$ cat config.mk
export PLATFORM = sky130hd
export DESIGN_NAME = dualslot_core
export DESIGN_NICKNAME = d
export VERILOG_FILES = /design/src/rtl/dsc_pkg.sv /design/src/rtl/dsc_regfile.sv /design/src/rtl/dsc_slot_a.sv /design/src/rtl/dsc_slot_b.sv /design/src/rtl/dualslot_core.sv
export SDC_FILE = /design/constraint.sdc
export NUM_CORES = 2
export LEC_CHECK = 0
export ABC_AREA = 1
export ABC_CLOCK_PERIOD_IN_PS = 22500
export BUFFER_PORTS_ARGS = -buffer_cell sky130_fd_sc_hd__clkbuf_2
export CORE_MARGIN = 2
export CORE_UTILIZATION = 60
export DETAILED_ROUTE_END_ITERATION = 10
export PLACE_DENSITY_LB_ADDON = 0.08
export SLEW_MARGIN = 40
export SYNTH_ARGS = -nofsm -noshare
export SYNTH_HDL_FRONTEND = slang
export SYNTH_SLANG_ARGS = --single-unit
$ cat constraint.sdc
create_clock -name clk -period 22.5 [get_ports clk]
set_input_delay 2.25 -clock clk [delete_from_list [all_inputs] [get_ports clk]]
set_output_delay 2.25 -clock clk [all_outputs]
set_load 0.01 [all_outputs]
$ cat src/rtl/dsc_pkg.sv
package dsc_pkg;
  localparam int unsigned WORD_W  = 32;
  localparam int unsigned SLOT_W  = 16;
  localparam int unsigned LINE_W  = 2 * SLOT_W;
  localparam int unsigned NREGS   = 8;
  localparam int unsigned RIDX_W  = $clog2(NREGS);
  localparam int unsigned IMM_W   = 6;
  localparam int unsigned TGT_W   = 12;
  localparam int unsigned SHAMT_W = $clog2(WORD_W);

  typedef logic [WORD_W-1:0] word_t;
  typedef logic [RIDX_W-1:0] ridx_t;

  // slot A operation codes
  typedef enum logic [3:0] {
    OPA_MOV = 4'd0,
    OPA_LSL = 4'd1,
    OPA_ADD = 4'd2,
    OPA_CMP = 4'd3,
    OPA_BLE = 4'd4,
    OPA_MUL = 4'd5
  } opa_e;

  // slot B operation codes
  typedef enum logic [3:0] {
    OPB_MOV = 4'd0,
    OPB_LDR = 4'd1,
    OPB_LDO = 4'd2,
    OPB_STO = 4'd3
  } opb_e;

  // common field layout of one 16-bit slot instruction
  typedef struct packed {
    logic [3:0] op;
    ridx_t      fx;
    ridx_t      fy;
    ridx_t      fz;
    logic [2:0] ft;
  } slot_t;

  function automatic logic [IMM_W-1:0] slot_imm(input slot_t s);
    return {s.fz, s.ft};
  endfunction

  function automatic logic [TGT_W-1:0] slot_target(input slot_t s);
    return {s.fx, s.fy, s.fz, s.ft};
  endfunction

  function automatic word_t shift_up(input word_t v, input logic [SHAMT_W-1:0] n);
    return v << n;
  endfunction

  function automatic logic signed_le(input word_t a, input word_t b);
    return $signed(a) <= $signed(b);
  endfunction

  function automatic word_t mul_low(input word_t a, input word_t b);
    logic [2*WORD_W-1:0] full;
    full = a * b;
    return full[WORD_W-1:0];
  endfunction

  function automatic word_t offset_addr(input word_t base, input logic [IMM_W-1:0] off);
    return base + {{(WORD_W-IMM_W){1'b0}}, off};
  endfunction
endpackage

$ cat src/rtl/dsc_regfile.sv
module dsc_regfile
  import dsc_pkg::*;
#(
  parameter int unsigned NRD = 5
) (
  input  logic  clk,
  input  logic  rst_n,
  input  ridx_t rd_idx [NRD],
  output word_t rd_val [NRD],
  input  logic  wa_en,
  input  ridx_t wa_idx,
  input  word_t wa_val,
  input  logic  wb_en,
  input  ridx_t wb_idx,
  input  word_t wb_val
);
  word_t store [NREGS];

  // port B is applied last so it wins a same-index collision
  always_ff @(posedge clk or negedge rst_n) begin
    if (!rst_n) begin
      for (int i = 0; i < int'(NREGS); i++) store[i] <= '0;
    end else begin
      if (wa_en) store[wa_idx] <= wa_val;
      if (wb_en) store[wb_idx] <= wb_val;
    end
  end

  for (genvar g = 0; g < int'(NRD); g++) begin : g_rd
    assign rd_val[g] = store[rd_idx[g]];
  end
endmodule

$ cat src/rtl/dsc_slot_a.sv
module dsc_slot_a
  import dsc_pkg::*;
#(
  parameter int unsigned PC_W = 12
) (
  input  logic              clk,
  input  logic              rst_n,
  input  logic [SLOT_W-1:0] instr,
  input  word_t             opnd0,
  input  word_t             opnd1,
  output ridx_t             rs0_idx,
  output ridx_t             rs1_idx,
  output logic              wr_en,
  output ridx_t             wr_idx,
  output word_t             wr_val,
  output logic              is_cmp,
  output logic              br_taken,
  output logic              flag,
  output logic [PC_W-1:0]   pc
);
  slot_t               s;
  logic [IMM_W-1:0]    imm;
  logic [SHAMT_W-1:0]  shamt;
  logic [TGT_W-1:0]    target;
  logic                is_add;

  assign s      = slot_t'(instr);
  assign imm    = slot_imm(s);
  assign shamt  = imm[SHAMT_W-1:0];
  assign target = slot_target(s);
  assign is_add = (s.op == OPA_ADD);

  // add reads Y and Z; every other operation reads X and Y
  assign rs0_idx = is_add ? s.fy : s.fx;
  assign rs1_idx = is_add ? s.fz : s.fy;

  always_comb begin
    wr_en    = 1'b0;
    wr_idx   = s.fx;
    wr_val   = opnd1;
    is_cmp   = 1'b0;
    br_taken = 1'b0;
    case (s.op)
      OPA_MOV: begin wr_en = 1'b1; wr_val = opnd1; end
      OPA_LSL: begin wr_en = 1'b1; wr_val = shift_up(opnd1, shamt); end
      OPA_ADD: begin wr_en = 1'b1; wr_val = opnd0 + opnd1; end
      OPA_CMP: is_cmp = 1'b1;
      OPA_BLE: br_taken = flag;
      OPA_MUL: begin wr_en = 1'b1; wr_val = mul_low(opnd0, opnd1); end
      default: ;
    endcase
  end

  always_ff @(posedge clk or negedge rst_n) begin
    if (!rst_n)      flag <= 1'b0;
    else if (is_cmp) flag <= signed_le(opnd0, opnd1);
  end

  always_ff @(posedge clk or negedge rst_n) begin
    if (!rst_n)        pc <= '0;
    else if (br_taken) pc <= PC_W'(target);
    else               pc <= pc + 1'b1;
  end
endmodule

$ cat src/rtl/dsc_slot_b.sv
module dsc_slot_b
  import dsc_pkg::*;
(
  input  logic [SLOT_W-1:0] instr,
  input  word_t             base_val,
  input  word_t             data_val,
  input  word_t             mem_rdata,
  output ridx_t             base_idx,
  output ridx_t             data_idx,
  output logic              wr_en,
  output ridx_t             wr_idx,
  output word_t             wr_val,
  output word_t             mem_addr,
  output word_t             mem_wdata,
  output logic              mem_we
);
  slot_t s;

  assign s         = slot_t'(instr);
  assign base_idx  = s.fy;
  assign data_idx  = s.fx;
  assign mem_wdata = data_val;

  always_comb begin
    wr_en    = 1'b0;
    wr_idx   = s.fx;
    wr_val   = base_val;
    mem_addr = base_val;
    mem_we   = 1'b0;
    case (s.op)
      OPB_MOV: wr_en = 1'b1;
      OPB_LDR: begin wr_en = 1'b1; wr_val = mem_rdata; end
      OPB_LDO: begin
        mem_addr = offset_addr(base_val, slot_imm(s));
        wr_en    = 1'b1;
        wr_val   = mem_rdata;
      end
      OPB_STO: begin
        mem_addr = offset_addr(base_val, slot_imm(s));
        mem_we   = 1'b1;
      end
      default: ;
    endcase
  end
endmodule

$ cat src/rtl/dualslot_core.sv
module dualslot_core
  import dsc_pkg::*;
#(
  parameter int unsigned PC_W = 12
) (
  input  logic               clk,
  input  logic               rst_n,
  output logic [PC_W-1:0]    imem_addr,
  input  logic [LINE_W-1:0]  imem_rdata,
  output logic [WORD_W-1:0]  dmem_addr,
  output logic [WORD_W-1:0]  dmem_wdata,
  output logic               dmem_we,
  input  logic [WORD_W-1:0]  dmem_rdata,
  input  logic [RIDX_W-1:0]  dbg_sel,
  output logic [WORD_W-1:0]  dbg_val
);
  localparam int unsigned NRD    = 5;
  localparam int unsigned P_A0   = 0;
  localparam int unsigned P_A1   = 1;
  localparam int unsigned P_BASE = 2;
  localparam int unsigned P_DATA = 3;
  localparam int unsigned P_DBG  = 4;

  logic [SLOT_W-1:0] a_instr, b_instr;
  assign a_instr = imem_rdata[LINE_W-1:SLOT_W];
  assign b_instr = imem_rdata[SLOT_W-1:0];

  ridx_t rf_idx [NRD];
  word_t rf_val [NRD];

  // named internal events
  logic  a_wr_en, b_wr_en, a_is_cmp, br_taken, cmp_flag;
  ridx_t a_wr_idx, b_wr_idx;
  word_t a_wr_val, b_wr_val;
  ridx_t a_rs0, a_rs1, b_base, b_data;

  dsc_regfile #(.NRD(NRD)) u_rf (
    .clk    (clk),
    .rst_n  (rst_n),
    .rd_idx (rf_idx),
    .rd_val (rf_val),
    .wa_en  (a_wr_en),
    .wa_idx (a_wr_idx),
    .wa_val (a_wr_val),
    .wb_en  (b_wr_en),
    .wb_idx (b_wr_idx),
    .wb_val (b_wr_val)
  );

  assign rf_idx[P_A0]   = a_rs0;
  assign rf_idx[P_A1]   = a_rs1;
  assign rf_idx[P_BASE] = b_base;
  assign rf_idx[P_DATA] = b_data;
  assign rf_idx[P_DBG]  = dbg_sel;
  assign dbg_val        = rf_val[P_DBG];

  dsc_slot_a #(.PC_W(PC_W)) u_a (
    .clk      (clk),
    .rst_n    (rst_n),
    .instr    (a_instr),
    .opnd0    (rf_val[P_A0]),
    .opnd1    (rf_val[P_A1]),
    .rs0_idx  (a_rs0),
    .rs1_idx  (a_rs1),
    .wr_en    (a_wr_en),
    .wr_idx   (a_wr_idx),
    .wr_val   (a_wr_val),
    .is_cmp   (a_is_cmp),
    .br_taken (br_taken),
    .flag     (cmp_flag),
    .pc       (imem_addr)
  );

  dsc_slot_b u_b (
    .instr     (b_instr),
    .base_val  (rf_val[P_BASE]),
    .data_val  (rf_val[P_DATA]),
    .mem_rdata (dmem_rdata),
    .base_idx  (b_base),
    .data_idx  (b_data),
    .wr_en     (b_wr_en),
    .wr_idx    (b_wr_idx),
    .wr_val    (b_wr_val),
    .mem_addr  (dmem_addr),
    .mem_wdata (dmem_wdata),
    .mem_we    (dmem_we)
  );
endmodule

==> flow_metrics.env <==
export IMPL_num_nets_final=7282
export IMPL_first_pass_iters=9
export IMPL_crit_type="in2reg"
export IMPL_drv_slew=0
export IMPL_synth_nets=7411
export IMPL_synth_compound_area_frac=0.220
export IMPL_die_w_microns=276
export IMPL_io_buffers=177
export IMPL_antenna_found_initial=5
export IMPL_use_met2=0.767
export IMPL_die_y_microns=276
export IMPL_rows=99
export IMPL_syn_inst=6739
export IMPL_tightest_slew_ns=0.949
export IMPL_maxCapViolCount=0
export IMPL_startpoint_type="input port"
export IMPL_end_kind="flop"
export IMPL_layout_drive_gt1_share=0.0760
export IMPL_clock_skew_ns=0.0496
export IMPL_vias=51900
export IMPL_post_cts_buffers=0
export IMPL_drc=0
export IMPL_final_common_cell="nand2_1"
export IMPL_fillCellCount=6880
export IMPL_synthToLayoutAreaGrowth_pct=5.41
export IMPL_synth_seq_cells=269
export IMPL_syn_area_sq_um=44500
export IMPL_startpoint="imem_rdata[19]"
export IMPL_synth_edff_count=0
export IMPL_rsz0062_at_grt="no"
export IMPL_grt_use_met1=0.632
export IMPL_core_area_sq_um=73200
export IMPL_htree_num_levels=2
export IMPL_synth_warnings=0
export IMPL_clk_pin_slew_ns=0.07
export IMPL_dp_hpwl_microns=138000
export IMPL_drt_wl_total_microns=209000
export IMPL_outcome="finished clean"
export IMPL_synthAdderAreaFrac=0.239
export IMPL_ys_async_sr_fraction=1.00
export IMPL_arrival_ns=13.83
export IMPL_max_stage_delay_ns=0.76
export IMPL_wl_per_cell_microns=27.5
export IMPL_hold_viol=0
export IMPL_grt_use_met3=0.213
export IMPL_crit_required_ns=22.89
export IMPL_max_clock_freq_ghz=0.0744
export IMPL_hold_class="reg2reg"
export IMPL_reg2reg_slack_ns=12.61
export IMPL_ant_nets=0
export IMPL_dieArea_sq_um=76300
export IMPL_fin_tns_setup_ns=0
export IMPL_tritoncts="done"
export IMPL_grt_pass1_vias=49000
export IMPL_clk_insertion_delay_late_ns=0.59
export IMPL_synth_main_ff_cell="dfrtp_1"
export IMPL_path_max_fanout=49
export IMPL_yosysUniqueCellTypes=59
export IMPL_period_minus_slack_ns=13.44
export IMPL_finalCritPeriodShare=0.598
export IMPL_grt_usage=0.535
export IMPL_gp_congestion=1.11
export IMPL_cts_resized=0
export IMPL_synth_area_mux_share=0.00270
export IMPL_clock_sinks=269
export IMPL_worst_slew_margin_rel=0.367
export IMPL_synthSimpleGateAreaFrac=0.270
export IMPL_min_from="u_a.pc[0]"
export IMPL_cts_buffer_depth=3
export IMPL_start_util=0.607
export IMPL_synth_xor_area_frac=0.00906
export IMPL_mostFrequentLayoutCells="nand2_1 (1666), inv_1 (724), nor2_1 (612)"
export IMPL_ys_seq_area_frac=0.151
export IMPL_postSynthAreaPerCell_sq_um=6.60
export IMPL_cts_hold_fix_buffers=0
export IMPL_setup_violations=0
export IMPL_busiest_layer="met2"
export IMPL_grt_pass1_wl_microns=308000
export IMPL_grt_max_degree=105
export IMPL_cpMostUsedCell="fa_1"
export IMPL_slowest_stage="nand2_4"
export IMPL_root_buffer="clkbuf_16"
export IMPL_ios=178
export IMPL_synth_top_family_by_area="simple AND/OR/NAND/NOR gates"
export IMPL_drt_iter0_markers=8700
export IMPL_cts_buffers=35
export IMPL_worst_r2r_startpoint="u_rf.store[35]"
export IMPL_overflow=0
export IMPL_vias_per_cell=6.83
-- final cells by class --
cell class | count | area, sq um | area share
Multi-Input combinational cell | 5266 | 33200 | 0.709
Tap cell | 959 | 1200 | 0.0256
Antenna cell | 4 | 10.0 | 0.000214
Clock inverter | 4 | 42.5 | 0.000908
Clock buffer | 53 | 1050 | 0.0225
Timing Repair Buffer | 273 | 1720 | 0.0366
Sequential cell | 269 | 6730 | 0.144
Inverter | 765 | 2880 | 0.0614
-- metal layers --
| layer | up-vias | wire [microns] |
|---|---|---|
| met5 | - | 153 |
| met1 | 23800 | 68000 |
| met3 | 1403 | 35000 |
| li1 | 21900 | - |
| met4 | 6 | 21900 |
| met2 | 4819 | 83800 |
-- critical path: cells and delay by family --
| kind | cells | cell delay, ns |
|---|---|---|
| buffers and inverters | 7 | 2.14 |
| AOI/OAI and AO/OA | 7 | 2.38 |
| and+or+nand+nor | 10 | 2.61 |
| adders and majority gates | 9 | 4.35 |
-- worst paths after layout --
path                                    to  cells past startpoint
min                              u_a.pc[0]                      1
min reg2reg                      u_a.pc[0]                      1
min in group asynchronous   u_rf.store[33]                      1
max reg2reg                 u_rf.store[94]                     29
max in group asynchronous  u_rf.store[221]                      3
max                         u_rf.store[94]                     33
-- stage by stage --
step,std cells,util,worst slack (ns),cell area (sq um),hold slack (ns)
CTS,7586,0.638,9.19,46700,0.513
finish,7593,0.640,9.06,46900,0.512
detailed placement,7529,0.623,8.64,45600,0.501
global route,7589,0.640,8.70,46800,0.559
global placement,7527,0.621,8.29,45500,0.495
floorplan,6739,-,12.32,44500,0.491
-- synthesized netlist by cell type, types with 8 or more instances --
cell type / instances / share of area
ha_1: 193 / 0.054
nand3b_1: 8 / 0.0014
a21oi_1: 610 / 0.069
nand2_2: 31 / 0.0044
o21ai_1: 53 / 0.0060
nand3_1: 486 / 0.055
nor2_1: 631 / 0.053
fa_1: 410 / 0.18
xnor2_1: 14 / 0.0028
dfrtp_1: 269 / 0.15
nand2_1: 1679 / 0.14
inv_2: 20 / 0.0017
buf_1: 18 / 0.0015
nor3_1: 25 / 0.0028
o2111ai_1: 41 / 0.0081
buf_2: 66 / 0.0074
xor2_1: 32 / 0.0063
a22oi_1: 235 / 0.040
or2_2: 15 / 0.0021
o21ai_2: 15 / 0.0030
clkinv_1: 12 / 0.0010
o211ai_1: 86 / 0.015
a31oi_1: 44 / 0.0062
o21ai_0: 533 / 0.060
nand3_2: 9 / 0.0020
buf_4: 26 / 0.0044
nand4_1: 22 / 0.0031
clkbuf_1: 312 / 0.026
buf_6: 17 / 0.0043
mux2i_1: 12 / 0.0027
inv_1: 733 / 0.062
-- kinds of logic (layout without fill, tap and decap cells) --
| kind of cell | count (synthesis) | count (layout) |
|---|---|---|
| flops | 269 | 269 |
| simple gates | 2927 | 2927 |
| fa+ha+maj | 603 | 603 |
| compound gates | 1678 | 1678 |
| buf+inv | 1204 | 1095 |
| other cells | 0 | 4 |
| xor+xnor | 46 | 46 |
| mux | 12 | 12 |
-- state kept, by name (all words and copies together) (netlist names) --
signal      flops
u_a.flag        1
u_rf.store    256
u_a.pc         12
Power is left out: the tool's default activity adds up to more than one toggle a clock period on the data nets, which glitch-free logic cannot reach.
